==> src/rtl/spi_seq_pkg.sv <==
package spi_seq_pkg;
    typedef enum logic [2:0] {
        ST_IDLE,
        ST_LEAD,
        ST_SHIFT,
        ST_TAIL,
        ST_GAP
    } eng_state_e;
endpackage

==> src/rtl/spi_seq_bufs.sv <==
module spi_seq_bufs #(
    parameter int FRAME_W = 8
) (
    input  logic               clk,
    input  logic               rst_n,
    input  logic               wr_en,
    input  logic [FRAME_W-1:0] wr_data,
    input  logic               wr_last,
    input  logic               take,
    input  logic               rd_en,
    input  logic               done,
    input  logic [FRAME_W-1:0] rx_byte,
    output logic               hold_valid,
    output logic [FRAME_W-1:0] hold_data,
    output logic               hold_last,
    output logic [FRAME_W-1:0] rd_data,
    output logic               rx_full,
    output logic               overrun
);
    typedef struct packed {
        logic               valid;
        logic [FRAME_W-1:0] data;
        logic               last;
        logic [FRAME_W-1:0] rxd;
        logic               full;
        logic               ovr;
    } buf_t;

    buf_t q, d;

    always_comb begin
        d = q;
        if (take) begin
            d.valid = 1'b0;
        end
        if (wr_en && !q.valid) begin
            d.valid = 1'b1;
            d.data  = wr_data;
            d.last  = wr_last;
        end
        if (rd_en) begin
            d.full = 1'b0;
            d.ovr  = 1'b0;
        end
        if (done) begin
            d.rxd  = rx_byte;
            d.full = 1'b1;
            if (q.full && !rd_en) begin
                d.ovr = 1'b1;
            end
        end
    end

    always_ff @(posedge clk or negedge rst_n) begin
        if (!rst_n) begin
            q <= '0;
        end else begin
            q <= d;
        end
    end

    assign hold_valid = q.valid;
    assign hold_data  = q.data;
    assign hold_last  = q.last;
    assign rd_data    = q.rxd;
    assign rx_full    = q.full;
    assign overrun    = q.ovr;

    // a pending byte is never replaced before the engine takes it
    a_r9_pending_kept: assert property (@(posedge clk) disable iff (!rst_n)
        (q.valid && !take) |=> (q.data == $past(q.data)));

    // overrun only on top of an unread byte
    a_r12_ovr_needs_full: assert property (@(posedge clk) disable iff (!rst_n)
        $rose(q.ovr) |-> $past(q.full));

    // a read with no new arrival empties the receive register
    a_r11_read_clears: assert property (@(posedge clk) disable iff (!rst_n)
        (rd_en && !done) |=> (!q.full && !q.ovr));
endmodule

==> src/rtl/spi_seq_engine.sv <==
module spi_seq_engine
    import spi_seq_pkg::*;
#(
    parameter int FRAME_W = 8,
    parameter int DIV_W   = 8,
    parameter int DLY_W   = 8
) (
    input  logic               clk,
    input  logic               rst_n,
    input  logic               enable,
    input  logic [DIV_W-1:0]   cfg_div,
    input  logic               cfg_cap_lead,
    input  logic [DLY_W-1:0]   cfg_pre_dly,
    input  logic [DLY_W-1:0]   cfg_xfer_gap,
    input  logic [DLY_W-1:0]   cfg_cs_gap,
    input  logic               cfg_hold,
    input  logic               hold_valid,
    input  logic [FRAME_W-1:0] hold_data,
    input  logic               hold_last,
    input  logic               sin,
    output logic               take,
    output logic               sck_lvl,
    output logic               cs_act,
    output logic               sout,
    output logic               done,
    output logic [FRAME_W-1:0] rx_byte,
    output logic               busy
);
    localparam int CNT_W = ((DIV_W > DLY_W) ? DIV_W : DLY_W) + 1;
    localparam int BIT_W = $clog2(FRAME_W + 1);
    localparam logic [CNT_W-1:0] ONE  = CNT_W'(1);
    localparam logic [CNT_W-1:0] TWO  = CNT_W'(2);
    localparam logic [BIT_W-1:0] LAST_BIT = BIT_W'(FRAME_W - 1);

    typedef struct packed {
        eng_state_e         st;
        logic               cs_act;
        logic               sck_lvl;
        logic [CNT_W-1:0]   cnt;
        logic [BIT_W-1:0]   bits;
        logic [FRAME_W-1:0] tx_sh;
        logic [FRAME_W-1:0] rx_sh;
        logic               last;
        logic [DLY_W-1:0]   idle_cnt;
        logic               done;
    } eng_t;

    eng_t q, d;

    logic [CNT_W-1:0] div_raw, div_eff, h_lo, h_hi, lead_len, gap_len;
    logic             lead_edge, trail_edge, do_load, release_cs;

    always_comb begin
        div_raw  = {{(CNT_W-DIV_W){1'b0}}, cfg_div};
        div_eff  = (div_raw < TWO) ? TWO : div_raw;
        h_lo     = div_eff >> 1;
        h_hi     = div_eff - h_lo;
        lead_len = (cfg_pre_dly == '0) ? h_lo : {{(CNT_W-DLY_W){1'b0}}, cfg_pre_dly};
        gap_len  = {{(CNT_W-DLY_W){1'b0}}, cfg_xfer_gap};
    end

    always_comb begin
        d          = q;
        d.done     = 1'b0;
        lead_edge  = 1'b0;
        trail_edge = 1'b0;
        do_load    = 1'b0;
        release_cs = q.last || !cfg_hold;

        if (!q.cs_act && (q.idle_cnt != '1)) begin
            d.idle_cnt = q.idle_cnt + 1'b1;
        end

        case (q.st)
            ST_IDLE: begin
                if (enable && hold_valid) begin
                    if (q.cs_act) begin
                        do_load = 1'b1;
                    end else if (q.idle_cnt >= cfg_cs_gap) begin
                        do_load  = 1'b1;
                        d.cs_act = 1'b1;
                    end
                end
            end
            ST_LEAD: begin
                if (q.cnt == lead_len - ONE) begin
                    d.cnt     = '0;
                    d.st      = ST_SHIFT;
                    d.sck_lvl = 1'b1;
                    lead_edge = 1'b1;
                end else begin
                    d.cnt = q.cnt + ONE;
                end
            end
            ST_SHIFT: begin
                if (q.sck_lvl) begin
                    if (q.cnt == h_hi - ONE) begin
                        d.cnt      = '0;
                        d.sck_lvl  = 1'b0;
                        trail_edge = 1'b1;
                    end else begin
                        d.cnt = q.cnt + ONE;
                    end
                end else begin
                    if (q.cnt == h_lo - ONE) begin
                        d.cnt     = '0;
                        d.sck_lvl = 1'b1;
                        lead_edge = 1'b1;
                    end else begin
                        d.cnt = q.cnt + ONE;
                    end
                end
            end
            ST_TAIL: begin
                if (q.cnt == h_lo - ONE) begin
                    d.cnt      = '0;
                    d.cs_act   = 1'b0;
                    d.idle_cnt = '0;
                    d.st       = (cfg_xfer_gap == '0) ? ST_IDLE : ST_GAP;
                end else begin
                    d.cnt = q.cnt + ONE;
                end
            end
            ST_GAP: begin
                if (q.cnt == gap_len - ONE) begin
                    d.cnt = '0;
                    d.st  = ST_IDLE;
                end else begin
                    d.cnt = q.cnt + ONE;
                end
            end
            default: d.st = ST_IDLE;
        endcase

        if (lead_edge) begin
            if (cfg_cap_lead) begin
                d.rx_sh = {q.rx_sh[FRAME_W-2:0], sin};
            end else if (q.bits != '0) begin
                d.tx_sh = q.tx_sh << 1;
            end
        end

        if (trail_edge) begin
            if (cfg_cap_lead) begin
                d.tx_sh = q.tx_sh << 1;
            end else begin
                d.rx_sh = {q.rx_sh[FRAME_W-2:0], sin};
            end
            d.bits = q.bits + 1'b1;
            if (q.bits == LAST_BIT) begin
                d.done = 1'b1;
                d.bits = '0;
                d.cnt  = '0;
                if (release_cs) begin
                    d.st = ST_TAIL;
                end else if (cfg_xfer_gap != '0) begin
                    d.st = ST_GAP;
                end else if (enable && hold_valid) begin
                    do_load = 1'b1;
                end else begin
                    d.st = ST_IDLE;
                end
            end
        end

        if (do_load) begin
            d.tx_sh = hold_data;
            d.last  = hold_last;
            d.st    = ST_LEAD;
            d.cnt   = '0;
            d.bits  = '0;
        end
        take = do_load;
    end

    always_ff @(posedge clk or negedge rst_n) begin
        if (!rst_n) begin
            q          <= '0;
            q.st       <= ST_IDLE;
            q.idle_cnt <= '1;
        end else begin
            q <= d;
        end
    end

    assign sck_lvl = q.sck_lvl;
    assign cs_act  = q.cs_act;
    assign sout    = q.tx_sh[FRAME_W-1];
    assign done    = q.done;
    assign rx_byte = q.rx_sh;
    assign busy    = (q.st != ST_IDLE);

    // the clock is parked whenever select is inactive
    a_r2_sck_parked: assert property (@(posedge clk) disable iff (!rst_n)
        !q.cs_act |-> !q.sck_lvl);

    // select asserts only after the inactive minimum has elapsed
    a_r7_cs_gap_met: assert property (@(posedge clk) disable iff (!rst_n)
        $rose(q.cs_act) |-> ($past(q.idle_cnt) >= $past(cfg_cs_gap)));

    // select falls away only after a last-tagged frame or with hold off
    a_r8_release_rule: assert property (@(posedge clk) disable iff (!rst_n)
        $fell(q.cs_act) |-> ($past(q.last) || !$past(cfg_hold)));

    // one completion strobe per frame
    a_r11_single_done: assert property (@(posedge clk) disable iff (!rst_n)
        q.done |=> !q.done);
endmodule

==> src/rtl/spi_seq_master.sv <==
module spi_seq_master #(
    parameter int FRAME_W = 8,
    parameter int DIV_W   = 8,
    parameter int DLY_W   = 8
) (
    input  logic               clk,
    input  logic               rst_n,
    input  logic               enable,
    input  logic [DIV_W-1:0]   cfg_div,
    input  logic               cfg_cpol,
    input  logic               cfg_cap_lead,
    input  logic [DLY_W-1:0]   cfg_pre_dly,
    input  logic [DLY_W-1:0]   cfg_xfer_gap,
    input  logic [DLY_W-1:0]   cfg_cs_gap,
    input  logic               cfg_hold,
    input  logic               cfg_loop,
    input  logic               wr_en,
    input  logic [FRAME_W-1:0] wr_data,
    input  logic               wr_last,
    output logic               tx_ready,
    output logic               tx_empty,
    input  logic               rd_en,
    output logic [FRAME_W-1:0] rd_data,
    output logic               rx_full,
    output logic               overrun,
    output logic               sck,
    output logic               mosi,
    input  logic               miso,
    output logic               cs_n
);
    logic               hold_valid, hold_last, take, done, busy;
    logic               sck_lvl, cs_act, sout, sin;
    logic [FRAME_W-1:0] hold_data, rx_byte;

    assign sin = cfg_loop ? sout : miso;

    spi_seq_bufs #(.FRAME_W(FRAME_W)) bufs_i (
        .clk        (clk),
        .rst_n      (rst_n),
        .wr_en      (wr_en),
        .wr_data    (wr_data),
        .wr_last    (wr_last),
        .take       (take),
        .rd_en      (rd_en),
        .done       (done),
        .rx_byte    (rx_byte),
        .hold_valid (hold_valid),
        .hold_data  (hold_data),
        .hold_last  (hold_last),
        .rd_data    (rd_data),
        .rx_full    (rx_full),
        .overrun    (overrun)
    );

    spi_seq_engine #(.FRAME_W(FRAME_W), .DIV_W(DIV_W), .DLY_W(DLY_W)) eng_i (
        .clk          (clk),
        .rst_n        (rst_n),
        .enable       (enable),
        .cfg_div      (cfg_div),
        .cfg_cap_lead (cfg_cap_lead),
        .cfg_pre_dly  (cfg_pre_dly),
        .cfg_xfer_gap (cfg_xfer_gap),
        .cfg_cs_gap   (cfg_cs_gap),
        .cfg_hold     (cfg_hold),
        .hold_valid   (hold_valid),
        .hold_data    (hold_data),
        .hold_last    (hold_last),
        .sin          (sin),
        .take         (take),
        .sck_lvl      (sck_lvl),
        .cs_act       (cs_act),
        .sout         (sout),
        .done         (done),
        .rx_byte      (rx_byte),
        .busy         (busy)
    );

    assign tx_ready = ~hold_valid;
    assign tx_empty = ~hold_valid & ~busy;
    assign sck      = sck_lvl ^ cfg_cpol;
    assign mosi     = sout;
    assign cs_n     = ~cs_act;

    // no select window opens while disabled
    a_r9_idle_when_disabled: assert property (@(posedge clk) disable iff (!rst_n)
        (!enable && cs_n) |=> cs_n);
endmodule

==> config.mk <==
export PLATFORM = sky130hd
export DESIGN_NAME = spi_seq_master
export DESIGN_NICKNAME = d
export VERILOG_FILES = /design/src/rtl/spi_seq_pkg.sv /design/src/rtl/spi_seq_bufs.sv /design/src/rtl/spi_seq_engine.sv /design/src/rtl/spi_seq_master.sv
export SDC_FILE = /design/constraint.sdc
export NUM_CORES = 1
export LEC_CHECK = 0
export BUFFER_PORTS_ARGS = -buffer_cell sky130_fd_sc_hd__buf_2
export CAP_MARGIN = 20
export CORE_UTILIZATION = 60
export CTS_CLUSTER_SIZE = 24
export DETAILED_ROUTE_END_ITERATION = 8
export PLACE_DENSITY = 0.85
export SKIP_LAST_GASP = 1
export SYNTH_ARGS = -nofsm -noshare
export SYNTH_HDL_FRONTEND = slang
export SYNTH_SLANG_ARGS = --single-unit
==> constraint.sdc <==
create_clock -name clk -period 8.2 [get_ports clk]
set_input_delay 0.41 -clock clk [delete_from_list [all_inputs] [get_ports clk]]
set_output_delay 0.41 -clock clk [all_outputs]
set_load 0.02 [all_outputs]
==> results_dict.tcl <==
set metrics [dict create \
    status "finished, final reports clean" \
    r2r-end "eng_i.q[18]$_DFF_PN0_" \
    synth_most_common_cell "dfrtp_1" \
    synth_cell_types 76 \
    fin_cells 686 \
    syn_inst 525 \
    worstMarginPinSlew_ps 806.2 \
    synth_edf_count 0 \
    synth_top_area_cell "dfrtp_1" \
    grt_pass1_wl_mm 18.62 \
    clk_latency_ps 350 \
    grtUsageTotal_pct 27.60 \
    dr_wl_met2_mm 5.381 \
    grt_pass1_vias 3865 \
    fillers 617 \
    synth_ff_type "dfrtp_1" \
    cts_root_buf "clkbuf_8" \
    routed_wirelength_mm 11.26 \
    cts_setup_buffers 0 \
    numCtsBuffers 9 \
    gp_congestion 0.9187 \
    cap_violations 0 \
    internal-power_w 0.0007952 \
    utilization_pct 69.95 \
    grt_max_degree 65 \
    diodes 0 \
    pwr-share-comb_pct 33.7 \
    placed_area_sq_um 5269 \
    wl_per_cell_um 16.41 \
    r2r_setup_slack_ps 4820 \
    p_switching_w 0.0004483 \
    final_nets 660 \
    fin_crit_sh_pct 55.06 \
    finalHoldViolations 0 \
    synth_seq_area_share_pct 32.62 \
    ctsResizeCount 0 \
    holdBufCountCts 0 \
    io_pins 66 \
    firstDrtPassIters 5 \
    synthTopCellsByArea "dfrtp_1 (28%), ha_1 (7.3%), xnor2_1 (5.9%)" \
    critPathLaunchType "primary input" \
    placedCellCount 670 \
    clockBufferDepth 2 \
    cts_tree "yes" \
    fp.dieW_um 92.74 \
    synth_area_sq_um 4940 \
    cp_max_fo 15 \
    overflow 0 \
    required_ps 8430 \
    ir_worst_vdd_uv 226.2 \
    synth_seq_cells 64 \
    clk_pin_slew_ps 80 \
    wl_met1_mm 5.071 \
    skew_ps 9.378 \
    synth-async-reset-ratio_pct 100.0 \
    die_h_um 92.74 \
    finalPower_w 0.001244 \
    rsz0062_at_grt "false" \
    post-route-min-period_ps 4515 \
    final_max_slew_viol_count 0 \
    ys_warn_count 0 \
    ys_top_cells_by_count "dfrtp_1 (56), nor2_1 (46), xnor2_1 (33)" \
    initial_utilization_pct 62.95 \
    htreeDepth 3 \
    slew_headroom_pct 46.25 \
    power_frac_seq_pct 42.2 \
    top_layer "met4" \
    powerDensity_nw_per_um2 226.5 \
    antenna_found_initial 0 \
    route.detailed.drc 0 \
    power_leakage_nw 2.571 \
    fmax_mhz 221.5 \
    vias 4121 \
    stdcell_area_sq_um 5489 \
    ant_nets 0 \
    dr_wl_met3_um 685 \
    layout-drive-gt1-share_pct 22.09 \
    synth_top_area_share_pct 28.37 \
    path_class "in -> reg" \
    syn-num-nets 606 \
    reg2regPathDepth 9 \
    die_area_sq_um 8600 \
    holdCritPathClass "in -> async" \
    post_drt_via_cell_ratio 6.007 \
    synth_area_per_cell_sq_um 9.409 \
    swShare_pct 36.05 \
    drtIter0Drc 309 \
    setup_viol 0 \
    rows 32 \
    clockPowerShare_pct 24.1 \
    area.growth.synth_to_final_pct 11.12 \
    port-buffer-count 65 \
    hpwl_mm 8.539 \
    core_sq_um 7848 \
    cp-end-kind "flip-flop" \
    cp.arrival_ps 4750 \
    finalSetupTns_ps 0 \
    worstReg2RegStart "eng_i.q[32]$_DFF_PN0_" \
    cts.sinks 64 \
]
[final cells by class]
cell class / count / area (sq um) / share of cell area, %
Tap cell: 102 / 127.6 / 2.325
Clock inverter: 7 / 96.34 / 1.755
Inverter: 31 / 116.4 / 2.120
Multi-Input combinational cell: 407 / 3080 / 56.12
Timing Repair Buffer: 66 / 332.8 / 6.063
Sequential cell: 64 / 1612 / 29.36
Clock buffer: 9 / 123.9 / 2.257
[flip-flops by register name (all words and copies together), names as in the netlist]
register / count
eng_i.cs_act: 1
eng_i.sout: 1
bufs_i.hold_valid: 1
eng_i.q: 32
bufs_i.hold_data: 8
bufs_i.overrun: 1
eng_i.sck_lvl: 1
bufs_i.hold_last: 1
eng_i.rx_byte: 8
bufs_i.rx_full: 1
eng_i.done: 1
bufs_i.rd_data: 8
[layout by cell type (no fill, tap or decap), types with 4 or more instances in the layout]
cell and count:
o21ai_1 6, nor2b_1 12, nand4_1 8, nor2_1 46
or3b_1 8, nand2b_1 9, ha_1 29, nor4_1 4
nand2_1 23, xor2_1 22, a21o_1 6, and3_1 8
inv_1 30, dfrtp_1 56, mux2_2 19, xnor2_1 33
buf_2 65, a211oi_1 6, a31oi_1 11, a21oi_1 25
and2_1 4, mux2_1 9, dfstp_2 8, mux2i_1 10
nand3_1 18, o21ai_0 10, clkbuf_8 9, nor3_1 17
[logic make-up (layout without fill, tap and decap cells)]
kind of cell	after synthesis	count (layout)	synth area share (%)
AOI/OAI and AO/OA	97	97	13.81
xor gates and xnor gates	57	57	10.66
adders and majority gates	30	30	7.751
buffers and inverters	54	113	5.015
DFF	64	64	32.62
muxes	38	38	8.410
and+or+nand+nor	185	185	21.73
[per-layer routing]
layer / vias to the layer above / global-route usage, %
li1: 1981 / -
met1: 1982 / 37.43
met2: 140 / 44.32
met3: 18 / 7.225
met4: 0 / 6.282
met5: - / 0
[critical path, cell delays in order]
cell and delay [ps]:
buf_2 130, inv_1 190, ha_1 310, nor4b_4 330, nand2_4 140, and2_1 190, ha_1 210, fa_1 410
xnor2_1 210, xnor2_1 140, o211ai_1 110, nor4b_1 320, nand4_1 270, nor4_4 540, and2_1 460, nor3b_1 100
mux2_2 280
[power by group through the flow]
stage,Sequential [W],Combinational (W),Clock [W]
floorplan,0.000472,0.000357,0
global placement,0.000524,0.000395,0
detailed placement,0.000528,0.000418,0
CTS,0.000523,0.000421,0.000304
global route,0.000538,0.000466,0.000319
finish,0.000525,0.000419,0.000299
[through the flow]
step	setup slack (ps)	hold slack, ps
floorplan	4006	114.4
global placement	3541	474.4
detailed placement	3393	476.4
CTS	3752	209.0
global route	3472	210.6
finish	3685	213.7
[how the worst max path moves through the flow]
stage                            end  slack, ps  startpoint  cells after the start
6_report       eng_i.q[18]$_DFF_PN0_       3680  cfg_div[7]                     17
5_1_grt         eng_i.sout$_DFF_PN0_       3470  cfg_div[7]                     17
4_1_cts        eng_i.q[18]$_DFF_PN0_       3750  cfg_div[7]                     17
3_5_place_dp   eng_i.q[18]$_DFF_PN0_       3390  cfg_div[7]                     17
3_3_place_gp   eng_i.q[18]$_DFF_PN0_       3540  cfg_div[7]                     17
2_1_floorplan  eng_i.q[18]$_DFF_PN0_       4010  cfg_div[7]                     17
Power figures use the tool's default switching activity.
